## config.mk

```make
export PLATFORM = sky130hd
export DESIGN_NAME = reloc_guard
export DESIGN_NICKNAME = d
export VERILOG_FILES = /design/src/rtl/reloc_guard_pkg.sv /design/src/rtl/ctx_regs.sv /design/src/rtl/key_table.sv /design/src/rtl/access_check.sv /design/src/rtl/reloc_guard.sv
export SDC_FILE = /design/constraint.sdc
export NUM_CORES = 2
export LEC_CHECK = 0
export BUFFER_PORTS_ARGS = -buffer_cell sky130_fd_sc_hd__buf_2
export CAP_MARGIN = 20
export CORE_MARGIN = 2
export CORE_UTILIZATION = 30
export CTS_CLUSTER_SIZE = 10
export DETAILED_ROUTE_END_ITERATION = 6
export SYNTH_ARGS = -nofsm -noshare
export SYNTH_HDL_FRONTEND = slang
export SYNTH_HIERARCHICAL = 1
export SYNTH_SLANG_ARGS = --single-unit
```

## constraint.sdc

```tcl
create_clock -name clk -period 5.84 [get_ports clk]
set_clock_uncertainty 0.05 [all_clocks]
set_input_delay 0.584 -clock clk [delete_from_list [all_inputs] [get_ports clk]]
set_output_delay 0.584 -clock clk [all_outputs]
set_load 0.1 [all_outputs]
```

## src/rtl/reloc_guard_pkg.sv

```systemverilog
package reloc_guard_pkg;

   typedef enum logic [1:0] {
      CAUSE_NONE  = 2'd0,
      CAUSE_LIMIT = 2'd1,
      CAUSE_KEY   = 2'd2,
      CAUSE_PRIV  = 2'd3
   } cause_e;

   typedef enum logic [1:0] {
      SEL_START  = 2'd0,
      SEL_LENGTH = 2'd1,
      SEL_KEY    = 2'd2,
      SEL_NONE   = 2'd3
   } ctx_sel_e;

endpackage

```

## src/rtl/ctx_regs.sv

```systemverilog
module ctx_regs
   import reloc_guard_pkg::*;
#(
   parameter int PADDR_W = 20,
   parameter int KEY_W   = 4
) (
   input  logic               clk,
   input  logic               rst_n,
   input  logic               cfg_we,
   input  logic               cfg_priv,
   input  logic [1:0]         cfg_sel,
   input  logic [PADDR_W-1:0] cfg_wdata,
   output logic [PADDR_W-1:0] start_q,
   output logic [PADDR_W-1:0] length_q,
   output logic [KEY_W-1:0]   key_q,
   output logic               priv_err
);

   ctx_sel_e sel;
   logic     wr_ok;

   assign sel      = ctx_sel_e'(cfg_sel);
   assign wr_ok    = cfg_we & cfg_priv;
   assign priv_err = cfg_we & ~cfg_priv;

   always_ff @(posedge clk or negedge rst_n) begin
      if (!rst_n) begin
         start_q  <= '0;
         length_q <= '0;
         key_q    <= '0;
      end else if (wr_ok) begin
         case (sel)
            SEL_START:  start_q  <= cfg_wdata;
            SEL_LENGTH: length_q <= cfg_wdata;
            SEL_KEY:    key_q    <= cfg_wdata[KEY_W-1:0];
            default:    ;
         endcase
      end
   end

   // blocked writes leave every context register untouched
   assert_blocked_write_R7: assert property (@(posedge clk) disable iff (!rst_n)
      (cfg_we && !cfg_priv) |=> ($stable(start_q) && $stable(length_q) && $stable(key_q)));

   // a privileged start write lands one cycle later
   assert_start_load_R6: assert property (@(posedge clk) disable iff (!rst_n)
      (cfg_we && cfg_priv && cfg_sel == SEL_START) |=> (start_q == $past(cfg_wdata)));

   // selector 3 touches nothing
   assert_sel_none_R6: assert property (@(posedge clk) disable iff (!rst_n)
      (cfg_we && cfg_sel == SEL_NONE) |=> ($stable(start_q) && $stable(length_q) && $stable(key_q)));

endmodule

```

## src/rtl/key_table.sv

```systemverilog
module key_table #(
   parameter int PADDR_W     = 20,
   parameter int BLOCK_SHIFT = 11,
   parameter int KEY_W       = 4
) (
   input  logic                         clk,
   input  logic                         rst_n,
   input  logic                         tag_we,
   input  logic [PADDR_W-BLOCK_SHIFT-1:0] tag_blk,
   input  logic [KEY_W-1:0]             tag_code,
   input  logic [PADDR_W-BLOCK_SHIFT-1:0] rd_blk,
   output logic [KEY_W-1:0]             rd_code
);

   localparam int BLK_W = PADDR_W - BLOCK_SHIFT;
   localparam int NBLK  = 1 << BLK_W;

   logic [KEY_W-1:0] code [NBLK];

   for (genvar g = 0; g < NBLK; g++) begin : g_entry
      always_ff @(posedge clk or negedge rst_n) begin
         if (!rst_n)
            code[g] <= '0;
         else if (tag_we && tag_blk == BLK_W'(g))
            code[g] <= tag_code;
      end
   end

   assign rd_code = code[rd_blk];

   // table write is readable from the next cycle
   assert_tag_store_R8: assert property (@(posedge clk) disable iff (!rst_n)
      tag_we |=> (code[$past(tag_blk)] == $past(tag_code)));

endmodule

```

## src/rtl/access_check.sv

```systemverilog
module access_check
   import reloc_guard_pkg::*;
#(
   parameter int VADDR_W       = 16,
   parameter int PADDR_W       = 20,
   parameter int BLOCK_SHIFT   = 11,
   parameter int KEY_W         = 4,
   parameter bit MASTER_KEY_EN = 1'b1
) (
   input  logic                           clk,
   input  logic                           rst_n,
   input  logic                           req_valid,
   input  logic [VADDR_W-1:0]             req_offset,
   input  logic [PADDR_W-1:0]             start_q,
   input  logic [PADDR_W-1:0]             length_q,
   input  logic [KEY_W-1:0]               key_q,
   input  logic                           priv_err,
   input  logic [KEY_W-1:0]               blk_code,
   output logic [PADDR_W-BLOCK_SHIFT-1:0] lookup_blk,
   output logic                           rsp_valid,
   output logic                           rsp_trap,
   output logic [1:0]                     rsp_cause,
   output logic [PADDR_W-1:0]             rsp_paddr
);

   logic [PADDR_W-1:0] offset_ext;
   logic [PADDR_W-1:0] paddr_sum;
   logic               limit_hit;
   logic               key_ok;
   cause_e             cause_d;
   logic               trap_d;
   logic               valid_d;
   logic [PADDR_W-1:0] paddr_d;

   assign offset_ext = PADDR_W'(req_offset);
   assign paddr_sum  = start_q + offset_ext;
   assign limit_hit  = offset_ext >= length_q;
   assign lookup_blk = paddr_sum[PADDR_W-1:BLOCK_SHIFT];

   if (MASTER_KEY_EN) begin : g_master
      assign key_ok = (key_q == '0) || (key_q == blk_code);
   end else begin : g_strict
      assign key_ok = (key_q == blk_code);
   end

   always_comb begin
      cause_d = CAUSE_NONE;
      if (priv_err)
         cause_d = CAUSE_PRIV;
      else if (req_valid) begin
         if (limit_hit)
            cause_d = CAUSE_LIMIT;
         else if (!key_ok)
            cause_d = CAUSE_KEY;
      end
   end

   assign trap_d  = (cause_d != CAUSE_NONE);
   assign valid_d = req_valid | priv_err;
   assign paddr_d = (req_valid && !trap_d) ? paddr_sum : '0;

   always_ff @(posedge clk or negedge rst_n) begin
      if (!rst_n) begin
         rsp_valid <= 1'b0;
         rsp_trap  <= 1'b0;
         rsp_cause <= CAUSE_NONE;
         rsp_paddr <= '0;
      end else begin
         rsp_valid <= valid_d;
         rsp_trap  <= trap_d;
         rsp_cause <= cause_d;
         rsp_paddr <= paddr_d;
      end
   end

   // a response only follows a request or a blocked write
   assert_resp_source_R10: assert property (@(posedge clk) disable iff (!rst_n)
      (!req_valid && !priv_err) |=> (!rsp_valid && !rsp_trap));

   // trapped responses never expose an address
   assert_trap_zero_addr_R2: assert property (@(posedge clk) disable iff (!rst_n)
      rsp_trap |-> (rsp_paddr == '0 && rsp_valid));

   // clean responses carry no cause
   assert_clean_no_cause_R1: assert property (@(posedge clk) disable iff (!rst_n)
      (rsp_valid && !rsp_trap) |-> (rsp_cause == CAUSE_NONE));

   // privilege cause wins over any access fault
   assert_priv_wins_R7: assert property (@(posedge clk) disable iff (!rst_n)
      priv_err |=> (rsp_trap && rsp_cause == CAUSE_PRIV));

   // out-of-range offset always reports the limit cause
   assert_limit_first_R5: assert property (@(posedge clk) disable iff (!rst_n)
      (req_valid && !priv_err && limit_hit) |=> (rsp_cause == CAUSE_LIMIT));

   if (MASTER_KEY_EN) begin : g_master_chk
      // key zero never produces a key fault
      assert_master_key_R4: assert property (@(posedge clk) disable iff (!rst_n)
         (req_valid && key_q == '0) |=> (rsp_cause != CAUSE_KEY));
   end

endmodule

```

## src/rtl/reloc_guard.sv

```systemverilog
module reloc_guard
   import reloc_guard_pkg::*;
#(
   parameter int VADDR_W       = 16,
   parameter int PADDR_W       = 20,
   parameter int BLOCK_SHIFT   = 11,
   parameter int KEY_W         = 4,
   parameter bit MASTER_KEY_EN = 1'b1
) (
   input  logic                           clk,
   input  logic                           rst_n,
   input  logic                           cfg_we,
   input  logic                           cfg_priv,
   input  logic [1:0]                     cfg_sel,
   input  logic [PADDR_W-1:0]             cfg_wdata,
   input  logic                           tag_we,
   input  logic [PADDR_W-BLOCK_SHIFT-1:0] tag_blk,
   input  logic [KEY_W-1:0]               tag_code,
   input  logic                           req_valid,
   input  logic [VADDR_W-1:0]             req_offset,
   output logic                           rsp_valid,
   output logic                           rsp_trap,
   output logic [1:0]                     rsp_cause,
   output logic [PADDR_W-1:0]             rsp_paddr
);

   localparam int BLK_W = PADDR_W - BLOCK_SHIFT;

   if (PADDR_W <= BLOCK_SHIFT) begin : g_bad_block
      $error("reloc_guard: PADDR_W must exceed BLOCK_SHIFT");
   end
   if (VADDR_W > PADDR_W) begin : g_bad_vaddr
      $error("reloc_guard: VADDR_W must not exceed PADDR_W");
   end
   if (KEY_W < 1 || KEY_W > PADDR_W) begin : g_bad_key
      $error("reloc_guard: KEY_W out of range");
   end
   if (BLK_W > 12) begin : g_bad_table
      $error("reloc_guard: protection table too large");
   end

   logic [PADDR_W-1:0] start_q;
   logic [PADDR_W-1:0] length_q;
   logic [KEY_W-1:0]   key_q;
   logic               priv_err;
   logic [BLK_W-1:0]   lookup_blk;
   logic [KEY_W-1:0]   blk_code;

   ctx_regs #(
      .PADDR_W (PADDR_W),
      .KEY_W   (KEY_W)
   ) i_ctx (
      .clk       (clk),
      .rst_n     (rst_n),
      .cfg_we    (cfg_we),
      .cfg_priv  (cfg_priv),
      .cfg_sel   (cfg_sel),
      .cfg_wdata (cfg_wdata),
      .start_q   (start_q),
      .length_q  (length_q),
      .key_q     (key_q),
      .priv_err  (priv_err)
   );

   key_table #(
      .PADDR_W     (PADDR_W),
      .BLOCK_SHIFT (BLOCK_SHIFT),
      .KEY_W       (KEY_W)
   ) i_table (
      .clk      (clk),
      .rst_n    (rst_n),
      .tag_we   (tag_we),
      .tag_blk  (tag_blk),
      .tag_code (tag_code),
      .rd_blk   (lookup_blk),
      .rd_code  (blk_code)
   );

   access_check #(
      .VADDR_W       (VADDR_W),
      .PADDR_W       (PADDR_W),
      .BLOCK_SHIFT   (BLOCK_SHIFT),
      .KEY_W         (KEY_W),
      .MASTER_KEY_EN (MASTER_KEY_EN)
   ) i_check (
      .clk        (clk),
      .rst_n      (rst_n),
      .req_valid  (req_valid),
      .req_offset (req_offset),
      .start_q    (start_q),
      .length_q   (length_q),
      .key_q      (key_q),
      .priv_err   (priv_err),
      .blk_code   (blk_code),
      .lookup_blk (lookup_blk),
      .rsp_valid  (rsp_valid),
      .rsp_trap   (rsp_trap),
      .rsp_cause  (rsp_cause),
      .rsp_paddr  (rsp_paddr)
   );

   // nothing is reported while held in reset
   assert_reset_quiet_R9: assert property (@(posedge clk)
      !rst_n |=> !rsp_valid);

endmodule

```

## After elaboration in Yosys (flattened, before gate mapping)

Index checks and enable logic that the tools add are counted.

- Register bits: 2,116
- Word-level logic and storage cells: 1,571

- $add $sub $neg: 1
- $lt $le $gt $ge: 2
- Equal/unequal tests: 514
- Mux-type cells: 8
- Bitwise operators: 5
- Reductions and logical operators: 522

Operators by type and width:

| operator | number |
|---|---|
| 9-bit equality test (second input constant) | 256 |
| 9-bit by 8-bit equality test with 1-bit output (second input constant) | 128 |
| 9-bit by 7-bit equality test with 1-bit output (second input constant) | 64 |
| 1-bit logical AND | 513 |
| 9-bit by 6-bit equality test with 1-bit output (second input constant) | 32 |
| 9-bit by 5-bit equality test with 1-bit output (second input constant) | 16 |
| 9-bit by 4-bit equality test with 1-bit output (second input constant) | 8 |
| 4-bit binary-select mux with 9-bit select | 1 |
| 9-bit by 3-bit equality test with 1-bit output (second input constant) | 4 |
| 20-bit by 16-bit adder with 20-bit output | 1 |
| 16-bit by 20-bit greater-or-equal comparator with 1-bit output | 1 |
| 20-bit two-way mux | 1 |
| 9-bit by 2-bit equality test with 1-bit output (second input constant) | 2 |
| 10-bit greater-or-equal comparator (second input constant) | 1 |
| 9-bit inverter with 10-bit output | 1 |
| 9-bit by 1-bit equality test with 1-bit output (second input constant) | 1 |
| 9-bit logical NOT | 1 |
| 2-bit two-way mux | 4 |
| 4-bit two-way mux | 2 |
| 2-bit AND reduction | 3 |
| 4-bit equality test | 1 |
| 4-bit logical NOT | 1 |
| 1-bit bitwise AND | 2 |
| 2-bit by 1-bit equality test with 1-bit output (second input constant) | 1 |
| 7 further kinds | 7 |

## Longest topological paths before layout

- Depth after elaboration: 15
- Depth in mapped cells: 26
- Mapped depth without buffers: 19

## Cells and area by module

The synthesis kept the hierarchy.

Modules (own cells, without submodules):

| module | instances | cells an instance | area an instance (um2) | seq. area each (um2) |
|---|---|---|---|---|
| key_table | 1 | 6,659 | 95,754.3 | 51,249.2 |
| access_check | 1 | 250 | 2,162.1 | 600.6 |
| ctx_regs | 1 | 96 | 1,850.5 | 1,101.1 |

## Worst setup path before layout

No wires, ideal clock.

- Path type: input to register
- From: input port req_offset[0]
- To: register i_check.rsp_paddr[15]
- Setup time: 0.080 ns
- Data arrival time: 4.812 ns
- Setup slack: 0.898 ns
- Stages: 24
- Cell sequence: ha_1 -> fa_1 -> a21oi_1 -> o21a_1 -> nor3_1 -> o22ai_1 -> xnor2_1 -> buf_4 -> buf_4 -> buf_2 -> buf_2 -> buf_2 -> mux4_2 -> o22ai_1 -> nand2_1 -> nand4_1 -> o41ai_2 -> o2111a_1 -> xnor2_1 -> a41oi_1 -> nor2_1 -> nand3_4 -> buf_8 -> nor3_2

- Longest elaborated chain between the ends: 15
- Elaborated cells on any way between the ends: 16
- Classes of those cells: add/sub (1); order compare (1); eq/ne (1); mux (8); bitwise (1); reduce/logical (4)

RTL lines:

| element | RTL line | text |
|---|---|---|
| start: declaration | reloc_guard.sv:20 | `input logic [VADDR_W-1:0] req_offset,` |
| 20-bit by 16-bit adder with 20-bit output | access_check.sv:36 | `assign paddr_sum = start_q + offset_ext;` |
| via lookup_blk[1] | reloc_guard.sv:46 | `logic [BLK_W-1:0] lookup_blk;` |
| 9-bit inverter with 10-bit output (not written as such) | key_table.sv:29 | `assign rd_code = code[rd_blk];` |
| 4-bit binary-select mux with 9-bit select | key_table.sv:29 |  |
| 4-bit two-way mux (not written as such) (2 in a row) | key_table.sv:29 |  |
| via blk_code[3] | reloc_guard.sv:47 | `logic [KEY_W-1:0] blk_code;` |
| 4-bit equality test | access_check.sv:41 | `assign key_ok = (key_q == '0) \|\| (key_q == blk_code);` |
| 1-bit logical OR | access_check.sv:41 |  |
| 2-bit two-way mux | access_check.sv:53 | `else if (!key_ok)` |
| 2-bit two-way mux | access_check.sv:51 | `if (limit_hit)` |
| 2-bit two-way mux | access_check.sv:50 | `else if (req_valid) begin` |
| 2-bit two-way mux | access_check.sv:48 | `if (priv_err)` |
| 2-bit nonzero test | access_check.sv:58 | `assign trap_d = (cause_d != CAUSE_NONE);` |
| 1-bit logical NOT | access_check.sv:60 | `assign paddr_d = (req_valid && !trap_d) ? paddr_sum : '0;` |
| 1-bit logical AND | access_check.sv:60 |  |
| 20-bit two-way mux | access_check.sv:60 |  |
| via i_check.paddr_d[15] | access_check.sv:33 | `logic [PADDR_W-1:0] paddr_d;` |
| end signal: assignment | access_check.sv:72 | `rsp_paddr <= paddr_d;` |
| end: declaration | access_check.sv:23 | `output logic [PADDR_W-1:0] rsp_paddr` |

The timed path passes the listed nets, and every way through them passes these cells. The select of a mux whose other input is x is not followed.
A chain may end at the register's enable or synchronous reset.

## Worst setup path in the final report

- From: register i_ctx.start_q[0]
- To: register i_check.rsp_paddr[17]

- Longest elaborated chain between the ends: 15

RTL lines:

| element | RTL line | text |
|---|---|---|
| start: declaration | ctx_regs.sv:13 | `output logic [PADDR_W-1:0] start_q,` |
| start signal: assignment | ctx_regs.sv:33 | `SEL_START: start_q <= cfg_wdata;` |
| 20-bit by 16-bit adder with 20-bit output | access_check.sv:36 |  |
| via lookup_blk[1] | reloc_guard.sv:46 |  |
| 9-bit inverter with 10-bit output (not written as such) | key_table.sv:29 |  |
| 4-bit binary-select mux with 9-bit select | key_table.sv:29 |  |
| 4-bit two-way mux (not written as such) (2 in a row) | key_table.sv:29 |  |
| via blk_code[0] | reloc_guard.sv:47 |  |
| 4-bit equality test | access_check.sv:41 |  |
| 1-bit logical OR | access_check.sv:41 |  |
| 2-bit two-way mux | access_check.sv:53 |  |
| 2-bit two-way mux | access_check.sv:51 |  |
| 2-bit two-way mux | access_check.sv:50 |  |
| 2-bit two-way mux | access_check.sv:48 |  |
| 2-bit nonzero test | access_check.sv:58 |  |
| 1-bit logical NOT | access_check.sv:60 |  |
| 1-bit logical AND | access_check.sv:60 |  |
| 20-bit two-way mux | access_check.sv:60 |  |
| via i_check.paddr_d[17] | access_check.sv:33 |  |

The timed path passes the listed nets, and every way through them passes these cells. The select of a mux whose other input is x is not followed.

==> impl_metrics.toml <==
[status]
status = "finished clean"

[place]
place_congestion = 0.897
hpwl_mm = 198
dp.cells = 11553
port_buffers = 80
post-place-ws_ns = -1.21
postPlaceCellArea_um2 = 109000

[global_route]
grt_pass1_vias = 68018
grt_pass1_wl_mm = 453
busiest_layer = "met2"
grt_start_max_net_pins = 181
use_met3_pct = 2.95
grt_usage_pct = 17.5
grt_use_met2_pct = 28.3
grt_antenna_before_repair = 19
met1_usage_pct = 23.6
overflow = 0

[sta]
timing.fmax_mhz = 174
finalCritPeriodShare_pct = 98.2
final_max_slew_viol_count = 0
setup_viol = 0
slew_headroom_pct = 22.8
period_needed_ns = 5.74
hold_viol_final = 0
final.setup.worst_slack_ns = 0.102
worst_pin_slew_ns = 1.15
hold_slack_ns = 0.118

[synth]
synth_fa_ha_area_share_pct = 0.421
synth.top_cell.area_share_pct = 53.1
synth.mux.area_fraction_pct = 35.4
synth_compound_area_share_pct = 3.59
synth_top_family_by_area = "multiplexers"
synth-edff-count = 0
synthFlopType = "dfrtp_1"
synthSimpleGateAreaFrac_pct = 4.37
synth_area_leaders = "dfrtp_1 53%, mux2_2 23%, mux4_2 8.3%"
ys_seq_area_share_pct = 53.1
synth_nets = 7095
synth-seq-cells = 2116
synthesis.area_um2 = 99800
yosysUniqueCellTypes = 81
yosys_warnings = 6
async_reset_ff_share_pct = 100
syn_area_per_cell_um2 = 14.2
yosys.area.top_type = "dfrtp_1"
synth-xor-area-share_pct = 0.167
synth_cells = 7005

[layout]
fillerInstances = 31478
drive_gt1_share_pct = 48.0
final_util_pct = 35.5
nNetsFinal = 7593
fin_cells = 11961
final_common_cell = "dfrtp_1"
fin_area_um2 = 117000
final_cell_mix = "2,116 x dfrtp_1, 2,053 x mux2_2, 552 x buf_4, 468 x nor2_1, 370 x mux4_2"
area_growth_pct = 17.7

[setup_path]
cp_data_required_time_ns = 6.62
path_cells = "ha_1 -> fa_2 -> a21oi_2 -> o21a_1 -> nor3_2 -> o22ai_1 -> xnor2_2 -> buf_6 -> buf_16 -> buf_16 -> buf_4 -> mux4_2 -> o21ai_0 -> a222oi_1 -> buf_4 -> nand4_1 -> nand4_1 -> and4bb_1 -> xnor2_2 -> a41oi_4 -> nor2_4 -> nand3_4 -> buf_12 -> nor2b_2"
worst-path-buf-inv = 6
end_kind = "flop"
critical-path-top-delay-family = "compound AO/OA/AOI/OAI gates"
cpPeakStageDelay_ns = 0.49
cp-start-kind = "flop"
reg2reg_setup_slack_ns = 0.10
cp.arrival_ns = 6.52
slowest_stage = "a222oi_1"
cp_max_fo = 11
crit_type = "reg -> reg"

[route]
finalWirelength_mm = 301
antenna_left = 0
drt-vias-per-instance = 5.30
wl_per_cell_um = 25.1
drt_iter0_markers = 5281
drcViolationCount = 0
vias = 63419
drt-pass1-iter-count = 6

[clock_tree]
clock_path_buffers = 3
clkSlewWorstSetupHoldPaths_ns = 0.06
cts_tree = "yes"
clock_latency_ns = 0.91
h-tree-depth = 4
clock-sinks = 2116
clockRootBuffer = "clkbuf_16"
cts_made_buffers = 239

[power]
peakVddDrop_v = 0.000406
leakagePower_nw = 55.0
p_per_area_nw_per_um2 = 376

[hold_path]
min_path_type = "in -> reg"

[die]
initial_core_util_pct = 30.2
die_width_um = 581
core-area_um2 = 331000
chipHeight_um = 581
rows = 211
ioPinCount = 81
dieArea_um2 = 337000

[flow_run]
max_cap_violations = 0
tightest hold or removal path, stage by stage:
cell and delay, ns:
buf_2 0.11, fa_2 0.20, inv_1 0.04, nor2_1 0.09
synthesized netlist by cell type (12+ instances only):
master	instances
a2111oi_0	20
a211o_1	13
a211oi_1	29
a21oi_1	100
a22oi_1	21
buf_1	19
buf_12	14
buf_2	42
buf_4	18
buf_6	44
buf_8	15
clkbuf_1	378
dfrtp_1	2116
ha_1	32
inv_1	29
mux2_2	2053
mux2_4	40
mux2i_1	302
mux4_2	369
nand2_1	252
nand2b_1	13
nand3_1	68
nand4_1	27
nor2_1	474
nor2b_1	21
nor3_1	61
nor4_1	18
o21ai_0	55
o221ai_1	120
o22ai_1	69
xnor2_1	12
per-layer routing:
| metal | vias up | part of all wire, % |
|---|---|---|
| met5 | - | 0 |
| met4 | 0 | 3.7 |
| met3 | 530 | 6.3 |
| met2 | 1955 | 47 |
| met1 | 34084 | 43 |
| li1 | 26850 | - |
per-stage QoR:
| step | setup TNS, ns | total power [mW] |
|---|---|---|
| global placement | -26.08 | 29.1 |
| CTS | 0 | 43.9 |
| floorplan | 0 | 23.3 |
| finish | 0 | 44.2 |
| global route | -0.532 | 45.8 |
| detailed placement | -24.66 | 29.2 |
power breakdown:
group | leakage, nW | switching [mW] | internal, mW
registers | 29.3 | 0.293 | 15.2
clock network | 3.33 | 5.89 | 7.76
logic | 22.4 | 8.48 | 6.63
final timing paths:
path,startpoint,end,depth (start not counted)
max reg2reg,i_ctx/start_q[0],i_check/rsp_paddr[17],24
max in group asynchronous,rst_n,i_table/code[1444],4
min,req_offset[1],i_check/rsp_paddr[1],4
min in group asynchronous,rst_n,i_table/code[871],2
min reg2reg,i_table/code[341],i_table/code[341],1
max,i_ctx/start_q[0],i_check/rsp_paddr[17],24
logic make-up (layout without fill, tap and decap cells):
kind of cell | Yosys count | count (layout)
xor gates and xnor gates | 19 | 19
DFF | 2116 | 2116
buffers and inverters | 559 | 1139
other | 0 | 9
muxes | 2775 | 2775
AOI/OAI and AO/OA | 507 | 507
adders and majority gates | 33 | 33
and+or+nand+nor | 996 | 997
sequential cells by signal (all words and copies together), names as in the netlist:
signal	flops
i_check/rsp_cause	2
i_check/rsp_valid	1
i_ctx/start_q	20
i_table/code	2048
i_ctx/key_q	4
i_check/rsp_trap	1
i_check/rsp_paddr	20
i_ctx/length_q	20
final cells by class:
class | count | area [um^2] | share of cell area [%]
inverters | 29 | 119 | 0.101
multi-input cells | 4331 | 44600 | 38.0
repair buffers | 786 | 7440 | 6.33
diodes | 9 | 22.5 | 0.0192
clock buffers | 310 | 6570 | 5.60
clock inverters | 14 | 273 | 0.232
flip-flops and latches | 2116 | 53000 | 45.1
well taps | 4366 | 5460 | 4.65
repair_timing:
| item | in CTS | in global routing |
|---|---|---|
| pin swaps | 21 | 40 |
| setup endpoints to repair | 22 | 21 |
| hold buffers | 23 | 0 |
| cloned | 12 | 4 |
| buffers inserted | 17 | 22 |
| hold endpoints to repair | 92 | 0 |
| gates resized for setup | 86 | 86 |
Power figures use the tool's default switching activity.
